<file path="src/rtl/tg_pkg.sv">
package tg_pkg;

  typedef struct packed {
    logic       en;
    logic       open_pol;
    logic       sample;
    logic       zap_ram;
    logic       zap_ext;
    logic [1:0] width;
  } tg_cfg_t;

endpackage

</file>
<file path="src/rtl/tg_detect.sv">
module tg_detect
  import tg_pkg::*;
#(
  parameter int SYNC_STAGES = 2
) (
  input  logic    clk,
  input  logic    rst_n,
  input  logic    tamper_in,
  input  logic    tick,
  input  logic    osc_run,
  input  tg_cfg_t cfg,
  output logic    flag,
  output logic    hit
);

  logic [SYNC_STAGES-1:0] sync_q;
  logic pin_s, at_tamper, use_sample, strobe;

  generate
    if (SYNC_STAGES == 1) begin : g_one
      always_ff @(posedge clk or negedge rst_n) begin
        if (!rst_n) sync_q <= '0;
        else        sync_q <= tamper_in;
      end
    end else begin : g_chain
      always_ff @(posedge clk or negedge rst_n) begin
        if (!rst_n) sync_q <= '0;
        else        sync_q <= {sync_q[SYNC_STAGES-2:0], tamper_in};
      end
    end
  endgenerate

  assign pin_s = sync_q[SYNC_STAGES-1];

  always_comb begin
    at_tamper  = cfg.open_pol ? !pin_s : pin_s;
    use_sample = cfg.sample && !cfg.open_pol && osc_run;
    strobe     = !use_sample || tick;
    hit        = cfg.en && at_tamper && strobe && !flag;
  end

  always_ff @(posedge clk or negedge rst_n) begin
    if (!rst_n)       flag <= 1'b0;
    else if (!cfg.en) flag <= 1'b0;
    else if (hit)     flag <= 1'b1;
  end

endmodule

</file>
<file path="src/rtl/tg_ramctl.sv">
module tg_ramctl #(
  parameter int          DEPTH   = 128,
  parameter int          DW      = 8,
  parameter logic [DW-1:0] INVALID = '1,
  localparam int         AW      = $clog2(DEPTH)
) (
  input  logic          clk,
  input  logic          rst_n,
  input  logic          start_clear,
  input  logic          release_lock,
  input  logic          req_valid,
  output logic          req_ready,
  input  logic          req_write,
  input  logic [AW-1:0] req_addr,
  input  logic [DW-1:0] req_wdata,
  output logic          rsp_valid,
  output logic [DW-1:0] rsp_data,
  output logic          busy,
  output logic          locked
);

  localparam logic [AW-1:0] LAST = AW'(DEPTH - 1);

  logic [DW-1:0] mem [DEPTH];
  logic [AW-1:0] wipe_addr;
  logic          take, take_wr;

  assign req_ready = !busy;
  assign take      = req_valid && req_ready;
  assign take_wr   = take && req_write && !locked;

  always_ff @(posedge clk or negedge rst_n) begin
    if (!rst_n) begin
      busy      <= 1'b0;
      wipe_addr <= '0;
    end else if (start_clear) begin
      busy      <= 1'b1;
      wipe_addr <= '0;
    end else if (busy) begin
      if (wipe_addr == LAST) busy <= 1'b0;
      wipe_addr <= wipe_addr + 1'b1;
    end
  end

  always_ff @(posedge clk or negedge rst_n) begin
    if (!rst_n)            locked <= 1'b0;
    else if (start_clear)  locked <= 1'b1;
    else if (release_lock) locked <= 1'b0;
  end

  always_ff @(posedge clk) begin
    if (busy)         mem[wipe_addr] <= '0;
    else if (take_wr) mem[req_addr]  <= req_wdata;
  end

  always_ff @(posedge clk or negedge rst_n) begin
    if (!rst_n) begin
      rsp_valid <= 1'b0;
      rsp_data  <= '0;
    end else begin
      rsp_valid <= take && !req_write;
      if (take && !req_write) rsp_data <= locked ? INVALID : mem[req_addr];
    end
  end

endmodule

</file>
<file path="src/rtl/tg_pulse.sv">
module tg_pulse #(
  parameter int RST_CYCLES = 1000,
  parameter int CODE_W     = 2,
  localparam int RW        = $clog2(RST_CYCLES + 1),
  localparam int TW        = (1 << CODE_W) - 1
) (
  input  logic              clk,
  input  logic              rst_n,
  input  logic              start,
  input  logic              start_ext,
  input  logic [CODE_W-1:0] width_code,
  input  logic              tick,
  output logic              rst_req,
  output logic              ext_clr
);

  logic [RW-1:0]     rst_cnt;
  logic [TW-1:0]     tick_cnt;
  logic [TW-1:0]     tick_last;
  logic [CODE_W-1:0] code_q;

  always_ff @(posedge clk or negedge rst_n) begin
    if (!rst_n)            rst_cnt <= '0;
    else if (start)        rst_cnt <= RW'(RST_CYCLES);
    else if (rst_cnt != 0) rst_cnt <= rst_cnt - 1'b1;
  end

  assign rst_req   = (rst_cnt != 0);
  assign tick_last = TW'((1 << code_q) - 1);

  always_ff @(posedge clk or negedge rst_n) begin
    if (!rst_n) begin
      ext_clr  <= 1'b0;
      tick_cnt <= '0;
      code_q   <= '0;
    end else if (start_ext) begin
      ext_clr  <= 1'b1;
      tick_cnt <= '0;
      code_q   <= width_code;
    end else if (ext_clr && tick) begin
      if (tick_cnt == tick_last) ext_clr <= 1'b0;
      tick_cnt <= tick_cnt + 1'b1;
    end
  end

endmodule

</file>
<file path="src/rtl/tamper_guard.sv">
module tamper_guard
  import tg_pkg::*;
#(
  parameter int          DEPTH       = 128,
  parameter int          DW          = 8,
  parameter int          SYNC_STAGES = 2,
  parameter int          RST_CYCLES  = 1000,
  parameter logic [DW-1:0] INVALID   = '1,
  localparam int         AW          = $clog2(DEPTH)
) (
  input  logic          clk,
  input  logic          rst_n,
  input  logic          tamper_in,
  input  logic          tick_1hz,
  input  logic          osc_run,
  input  logic          arm,
  input  logic          polarity_open,
  input  logic          sample_1hz,
  input  logic          clr_ram,
  input  logic          clr_ext,
  input  logic [1:0]    clr_width,
  input  logic          req_valid,
  output logic          req_ready,
  input  logic          req_write,
  input  logic [AW-1:0] req_addr,
  input  logic [DW-1:0] req_wdata,
  output logic          rsp_valid,
  output logic [DW-1:0] rsp_data,
  output logic          tamper_flag,
  output logic          ram_locked,
  output logic          clear_busy,
  output logic          rst_req,
  output logic          ext_clr
);

  tg_cfg_t cfg;
  logic    hit;

  assign cfg = '{en: arm, open_pol: polarity_open, sample: sample_1hz,
                 zap_ram: clr_ram, zap_ext: clr_ext, width: clr_width};

  tg_detect #(.SYNC_STAGES(SYNC_STAGES)) u_detect (
    .clk(clk), .rst_n(rst_n), .tamper_in(tamper_in), .tick(tick_1hz),
    .osc_run(osc_run), .cfg(cfg), .flag(tamper_flag), .hit(hit)
  );

  tg_ramctl #(.DEPTH(DEPTH), .DW(DW), .INVALID(INVALID)) u_ram (
    .clk(clk), .rst_n(rst_n),
    .start_clear(hit && cfg.zap_ram), .release_lock(!cfg.en),
    .req_valid(req_valid), .req_ready(req_ready), .req_write(req_write),
    .req_addr(req_addr), .req_wdata(req_wdata),
    .rsp_valid(rsp_valid), .rsp_data(rsp_data),
    .busy(clear_busy), .locked(ram_locked)
  );

  tg_pulse #(.RST_CYCLES(RST_CYCLES), .CODE_W(2)) u_pulse (
    .clk(clk), .rst_n(rst_n), .start(hit), .start_ext(hit && cfg.zap_ext),
    .width_code(cfg.width), .tick(tick_1hz),
    .rst_req(rst_req), .ext_clr(ext_clr)
  );

endmodule

</file>
<file path="config.mk">
export PLATFORM = sky130hd
export DESIGN_NAME = tamper_guard
export DESIGN_NICKNAME = d
export VERILOG_FILES = /design/src/rtl/tg_pkg.sv /design/src/rtl/tg_detect.sv /design/src/rtl/tg_ramctl.sv /design/src/rtl/tg_pulse.sv /design/src/rtl/tamper_guard.sv
export SDC_FILE = /design/constraint.sdc
export NUM_CORES = 1
export LEC_CHECK = 0
export ABC_CLOCK_PERIOD_IN_PS = 7600
export BUFFER_PORTS_ARGS = -buffer_cell sky130_fd_sc_hd__buf_2
export CAP_MARGIN = 20
export CORE_MARGIN = 3
export CORE_UTILIZATION = 50
export DETAILED_ROUTE_END_ITERATION = 16
export HOLD_SLACK_MARGIN = 0.02
export MAX_ROUTING_LAYER = met4
export PLACE_DENSITY = 0.65
export SYNTH_ARGS = -nofsm -noshare
export SYNTH_HDL_FRONTEND = slang
export SYNTH_SLANG_ARGS = --single-unit
</file>
<file path="constraint.sdc">
create_clock -name clk -period 7.6 [get_ports clk]
set_clock_uncertainty 0.1 [all_clocks]
set_input_delay 1.52 -clock clk [delete_from_list [all_inputs] [get_ports clk]]
set_output_delay 1.52 -clock clk [all_outputs]
set_load 0.05 [all_outputs]
</file>
==> run summary, run 1 <==
EDFF count, synth: 1,024
First-pass DRT Iterations: 5
Slew @ Worst Pin: 1.125 ns
M3 GR Usage: 4.188%
Most common cell in the synthesized netlist: edfxtp_1
Top area cells in the synthesized netlist: edfxtp_1, mux4_2, mux2i_1, dfrtp_1, nor2_1
Max-slew violation count: 0
Syn nets: 2,135
FMAX: 0.1916 GHz
Overall power: 12,970 uW
Period Utilization, post-route: 68.68%
Routed via count: 20,960
GRT busiest layer: met2
Max VDD drop: 0.2279 mV
Die Y: 296.4 um
Remaining global-route overflow: 0
Synthesis Warnings: 0
Critical path, cell by cell: buf_2 > nor4bb_4 > buf_4 > mux2i_1 > nand3_2 > nor2_1
WP data arrival: 5.39 ns
TritonCTS clock tree: built
Slowest CP cell: nand3_2
Min Clock Period, post-route: 5.219 ns
Largest net degree at the start of global routing: 132
Seq/Total Area, Yosys: 75.11%
Post-Syn Instances: 2,103
Final setup vio count: 0
Setup repair bufs after CTS: 0
Status: complete, no violations
Unique masters post-synth: 63
Synthesis-stage register bit count: 1,061
CTS HTree Levels: 3
Drt drc: 0
Row cnt: 105
Cts bufs inserted: 105
Horiz. Die Dim: 296.4 um
Type of the worst min-delay path: flip-flop to flip-flop
FFs w/ async S/R, synth: 3.487%
RSZ-0062 raised after global routing: false
DR iter-0 viols: 2,563
Area of the mapped netlist: 42,170 sq um
Root buffer cell: clkbuf_16
Final Cell Area: 46,760 sq um
Vias per cell: 6.308
Slew headroom: 24.69%
Grt met1 use: 34.25%
Setup CP Type: input pin to flip-flop
Placed instance area: 43,180 sq um
Met2 usage: 34.47%
Nets@finish: 2,193
Hold Fails Final Rpt: 0
Clock latency at the later pin of the worst-skew pair: 0.65 ns
Final ANT Viol Nets: 0
Layout area overhead: 10.89%
Clock transition at path regs: 0.06 ns
IO buf count: 43
Die area: 87,870 sq um
WL final: 98.21 mm
WL/cell: 29.56 um
Max_cap viols: 0
Largest stage delay, worst path: 0.92 ns
Cts hold-fix bufs: 0
Gpl congestion: 0.9054
Setup crit start kind: input pin
Main flop type after synthesis: edfxtp_1
Num Clock Sinks: 1,061
Placeable Area: 82,770 sq um
Initial Util: 50.96%
Vias in the first global route: 20,810
Layout cell share with drive strength beyond 1: 21.38%
Critical path fanouts, max: 19
Crit path capture type: flip-flop
Top-area cell type share of the netlist area: 72.91%
Worst setup margin: 2.381 ns
Global-route wire length before repair: 145.3 mm
Final core utilization: 56.50%
Syn avg cell area: 20.05 sq um
Total track usage: 23.45%
Top cells by count, synth: edfxtp_1, mux4_2, nor2_1
Boundary Pins: 44
CP required: 7.77 ns
Cell Pwr Density: 277.3 nW/um^2
Leak pwr: 0.01527 uW
Area leader, netlist: edfxtp_1
Dpl ws: 1.840 ns
Post-Route Setup TNS: 0 ns
Clock Tree Buf Depth: 3
DP HPWL: 59.32 mm
Initial antenna violation count: 2
# resized after CTS: 0
[final timing paths]
check                                   startpoint                 end  slack [ns]  depth (start not counted)
worst min register to register  u_detect.sync_q[0]  u_detect.sync_q[1]        0.26                          0
max in group asynchronous                    rst_n  u_ram.wipe_addr[6]        5.86                          1
worst min-delay path            u_detect.sync_q[0]  u_detect.sync_q[1]        0.26                          0
worst max-delay path                     req_valid    u_ram.mem[92][5]        2.38                          6
min in group asynchronous                    rst_n        u_ram.locked        0.93                          1
worst max register to register        u_ram.locked    u_ram.mem[92][5]        2.62                          5
[layer usage]
| layer | routed length, um | vias up |
|---|---|---|
| met5 | 0 | - |
| met4 | 2388 | 0 |
| met3 | 8081 | 164 |
| met2 | 45500 | 993 |
| met1 | 42240 | 11050 |
| li1 | - | 8753 |
[logic make-up (layout without fill, tap and decap cells)]
kind of cell | Yosys count | after routing | synth area share, %
flops | 1061 | 1061 | 75.11
mux | 362 | 362 | 15.26
simple gates | 343 | 343 | 3.747
xor+xnor | 13 | 13 | 0.2700
compound gates | 197 | 197 | 3.444
buf+inv | 124 | 271 | 2.080
fa+ha+maj | 3 | 3 | 0.08901
other cells | 0 | 2 | 0
[state kept, by name (all words and copies together), names as in the netlist]
signal	count
u_ram.mem	1024
u_pulse.rst_cnt	10
u_ram.rsp_data	8
u_ram.wipe_addr	7
u_pulse.tick_cnt	3
u_detect.sync_q	2
u_pulse.code_q	2
u_detect.flag	1
u_pulse.ext_clr	1
u_ram.busy	1
u_ram.locked	1
u_ram.rsp_valid	1
[through the flow]
step                cells  hold WS, ns
detailed placement   3122       0.2450
global placement     3121       0.2395
floorplan            2103       0.2312
CTS                  3318       0.2664
finish               3322       0.2628
global route         3321       0.2716
[layout make-up]
cell class	count	area [sq um]
Fill cell	6063	36000
Sequential cell	1061	31680
Multi-Input combinational cell	918	9677
Clock buffer	140	2925
Tap cell	1070	1339
Clock inverter	56	616.8
Timing Repair Buffer	72	515.5
Inverter	3	11.26
Antenna cell	2	5.005
[where the power goes]
part           switching, uW  internal (uW)  total, uW  leakage, uW
Sequential              93.6           6530       6620       0.0100
Clock                   2140           3140       5280      0.00172
Combinational            732            332       1060      0.00356
Total                   2970          10000      13000       0.0153
[critical path, delay by kind of cell]
kind,cells,cell delay (ns)
mux,1,0.64
simple gates,3,2.73
buf+inv,2,0.48
[placed cells by master, fill, tap and decap left out, types with 7 or more instances in the layout]
cell type	synthesis	layout
buf_2	46	40
nand3_1	12	8
nand2b_1	13	13
clkbuf_8	0	7
clkinvlp_4	0	7
nand2_1	72	72
o22ai_1	7	7
clkinv_1	0	17
o21ai_1	11	11
mux2i_1	114	114
o21ai_0	27	27
edfxtp_1	1024	1024
nor2b_1	24	24
a221oi_1	14	14
mux4_1	19	19
a41o_1	8	8
mux2_2	32	32
o221ai_1	8	8
clkinv_2	0	17
clkbuf_16	0	110
xor2_1	7	7
mux4_2	197	197
buf_4	12	25
bufinv_16	0	13
a22oi_1	54	54
a211oi_1	21	21
nor2_1	171	171
a21oi_1	11	11
dfrtp_1	37	37
and2_4	0	8
clkbuf_1	30	24
(Power assumes the default switching activity.)
==> run 2: changes to the inputs <==
--- a/config.mk
+++ b/config.mk
@@ -5,7 +5,7 @@
 export SDC_FILE = /design/constraint.sdc
 export NUM_CORES = 1
 export LEC_CHECK = 0
-export ABC_CLOCK_PERIOD_IN_PS = 7600
+export ABC_CLOCK_PERIOD_IN_PS = 4300
 export BUFFER_PORTS_ARGS = -buffer_cell sky130_fd_sc_hd__buf_2
 export CAP_MARGIN = 20
 export CORE_MARGIN = 3
@@ -13,7 +13,7 @@
 export DETAILED_ROUTE_END_ITERATION = 16
 export HOLD_SLACK_MARGIN = 0.02
 export MAX_ROUTING_LAYER = met4
-export PLACE_DENSITY = 0.65
+export PLACE_DENSITY = 0.68
 export SYNTH_ARGS = -nofsm -noshare
 export SYNTH_HDL_FRONTEND = slang
 export SYNTH_SLANG_ARGS = --single-unit
==> constraint.sdc (replaced) <==
create_clock -name clk -period 4.3 [get_ports clk]
set_clock_uncertainty 0.1 [all_clocks]
set_input_delay 0.86 -clock clk [delete_from_list [all_inputs] [get_ports clk]]
set_output_delay 0.86 -clock clk [all_outputs]
set_load 0.05 [all_outputs]
==> run 2 against run 1 <==
  * Final cell count increased by 5.5%
  * Critical endpoint is now rst_req
  * Non-clock buffer count increased by 185
  * Critical path type is now flip-flop to output pin
  * Sequential share of layout area decreased by 1.9 points
  * Highest routed layer unchanged
==> run summary, run 2 (synthesized netlist as in run 1, its figures left out) <==
Hold Fails Final Rpt: 0
Leak pwr: 0.01620 uW
GRT busiest layer: met2
Layout area overhead: 14.06%
Cts hold-fix bufs: 0
WP data arrival: 2.64 ns
CTS HTree Levels: 3
Overall power: 22,640 uW
R2r startpoint: u_ram.busy
Critical path fanouts, max: 6
Cell Pwr Density: 470.6 nW/um^2
DP HPWL: 61.69 mm
Largest net degree at the start of global routing: 89
Row cnt: 105
Met2 usage: 36.04%
Placeable Area: 82,770 sq um
IO buf count: 43
First-pass DRT Iterations: 6
# resized after CTS: 0
Global-route wire length before repair: 145.9 mm
Reg-to-Reg End: u_ram.rsp_data[6]
DR iter-0 viols: 2,739
Grt met1 use: 32.69%
Reg2reg setup slack: 0.95 ns
Slew @ Worst Pin: 1.036 ns
Status: complete, no violations
Max_cap viols: 0
Drt drc: 0
Most frequent cells in the layout: edfxtp_1, buf_4, mux4_2
CP required: 3.34 ns
Largest regs: u_ram.mem (1024), u_pulse.rst_cnt (10), u_ram.rsp_data (8)
Total track usage: 23.48%
Clock latency at the later pin of the worst-skew pair: 0.68 ns
Period Utilization, post-route: 83.76%
Initial Util: 50.96%
Setup repair bufs after CTS: 0
Initial antenna violation count: 1
Remaining global-route overflow: 0
Slew headroom: 29.17%
Max reg flops: 1,024
Num Clock Sinks: 1,061
Layout cell share with drive strength beyond 1: 27.25%
WL final: 98.20 mm
Die area: 87,870 sq um
Commonest non-fill, non-tap cell in the layout: edfxtp_1
Boundary Pins: 44
Setup crit start kind: flip-flop
Final ANT Viol Nets: 0
Final setup vio count: 0
WL/cell: 28.02 um
M3 GR Usage: 4.166%
Root buffer cell: clkbuf_16
Min Clock Period, post-route: 3.602 ns
Clock Tree Buf Depth: 3
Biggest register: u_ram.mem
Max-slew violation count: 0
TritonCTS clock tree: built
Crit path capture type: output pin
Max VDD drop: 0.3210 mV
Vias in the first global route: 21,690
Vias per cell: 6.135
Clock transition at path regs: 0.06 ns
Horiz. Die Dim: 296.4 um
Post-Route Setup TNS: 0 ns
Placed instance area: 44,740 sq um
RSZ-0062 raised after global routing: false
Nets@finish: 2,377
FMAX: 0.2776 GHz
Die Y: 296.4 um
CP startpoint: u_pulse.rst_cnt[0]
Reg2Reg Depth: 5
Gpl congestion: 0.9401
Routed via count: 21,500
Setup CP Type: flip-flop to output pin
Critical Path End: rst_req
Final Cell Area: 48,100 sq um
Cts bufs inserted: 104
Type of the worst min-delay path: input pin to flip-flop
## run 2: changes by cell type in the layout (fill, tap and decap cells not counted), sizes merged
cell / delta
bufinv: -5
clkbuf: -10
clkinv: +9
clkinvlp: -2
inv: +6
buf: +185
## run 2: area by class of cell
| cell class | count | area (sq um) |
|---|---|---|
| Antenna cell | 2 | 5.005 |
| Clock buffer | 130 | 2773 |
| Clock inverter | 64 | 584.3 |
| Fill cell | 5878 | 34660 |
| Inverter | 3 | 11.26 |
| Multi-Input combinational cell | 918 | 9659 |
| Sequential cell | 1061 | 31680 |
| Tap cell | 1070 | 1339 |
| Timing Repair Buffer | 257 | 2056 |
## run 2: worst min-delay path by stage
stage                            start                 end  cells past startpoint
floorplan           u_detect.sync_q[0]  u_detect.sync_q[1]                      0
global route                 tamper_in  u_detect.sync_q[0]                      1
global placement    u_detect.sync_q[0]  u_detect.sync_q[1]                      0
detailed placement  u_detect.sync_q[0]  u_detect.sync_q[1]                      0
CTS                          tamper_in  u_detect.sync_q[0]                      1
finish                       tamper_in  u_detect.sync_q[0]                      1
## run 2: per-layer routing
| metal | up-vias | share of wire (%) |
|---|---|---|
| met4 | 0 | 2.7 |
| met2 | 1028 | 48 |
| li1 | 9128 | - |
| met3 | 160 | 8.7 |
| met5 | - | 0 |
| met1 | 11190 | 41 |
## run 2: through the flow
step                      instances  util [%]  worst slack (ns)  hold slack, ns
after global routing           3504     58.11            0.5975          0.2003
after CTS                      3503     58.11            0.6763          0.1969
after floorplan                2103         -            0.2814          0.2312
after detailed placement       3309     54.06            0.3237          0.2517
final                          3505     58.12            0.6983          0.2146
after global placement         3309     54.06            0.3226          0.2355
## run 2: critical path, cell delays in order (launching register included)
cell	delay, ns
dfrtp_1	0.40
inv_1	0.07
ha_1	0.24
or3b_2	0.45
or4_1	0.56
buf_2	0.28
## run 2: power by group
group | switching (uW) | total, uW | internal, uW
Clock | 3800 | 8870 | 5080
Sequential | 168 | 11700 | 11500
Combinational | 1320 | 2060 | 742
Total | 5290 | 22600 | 17300
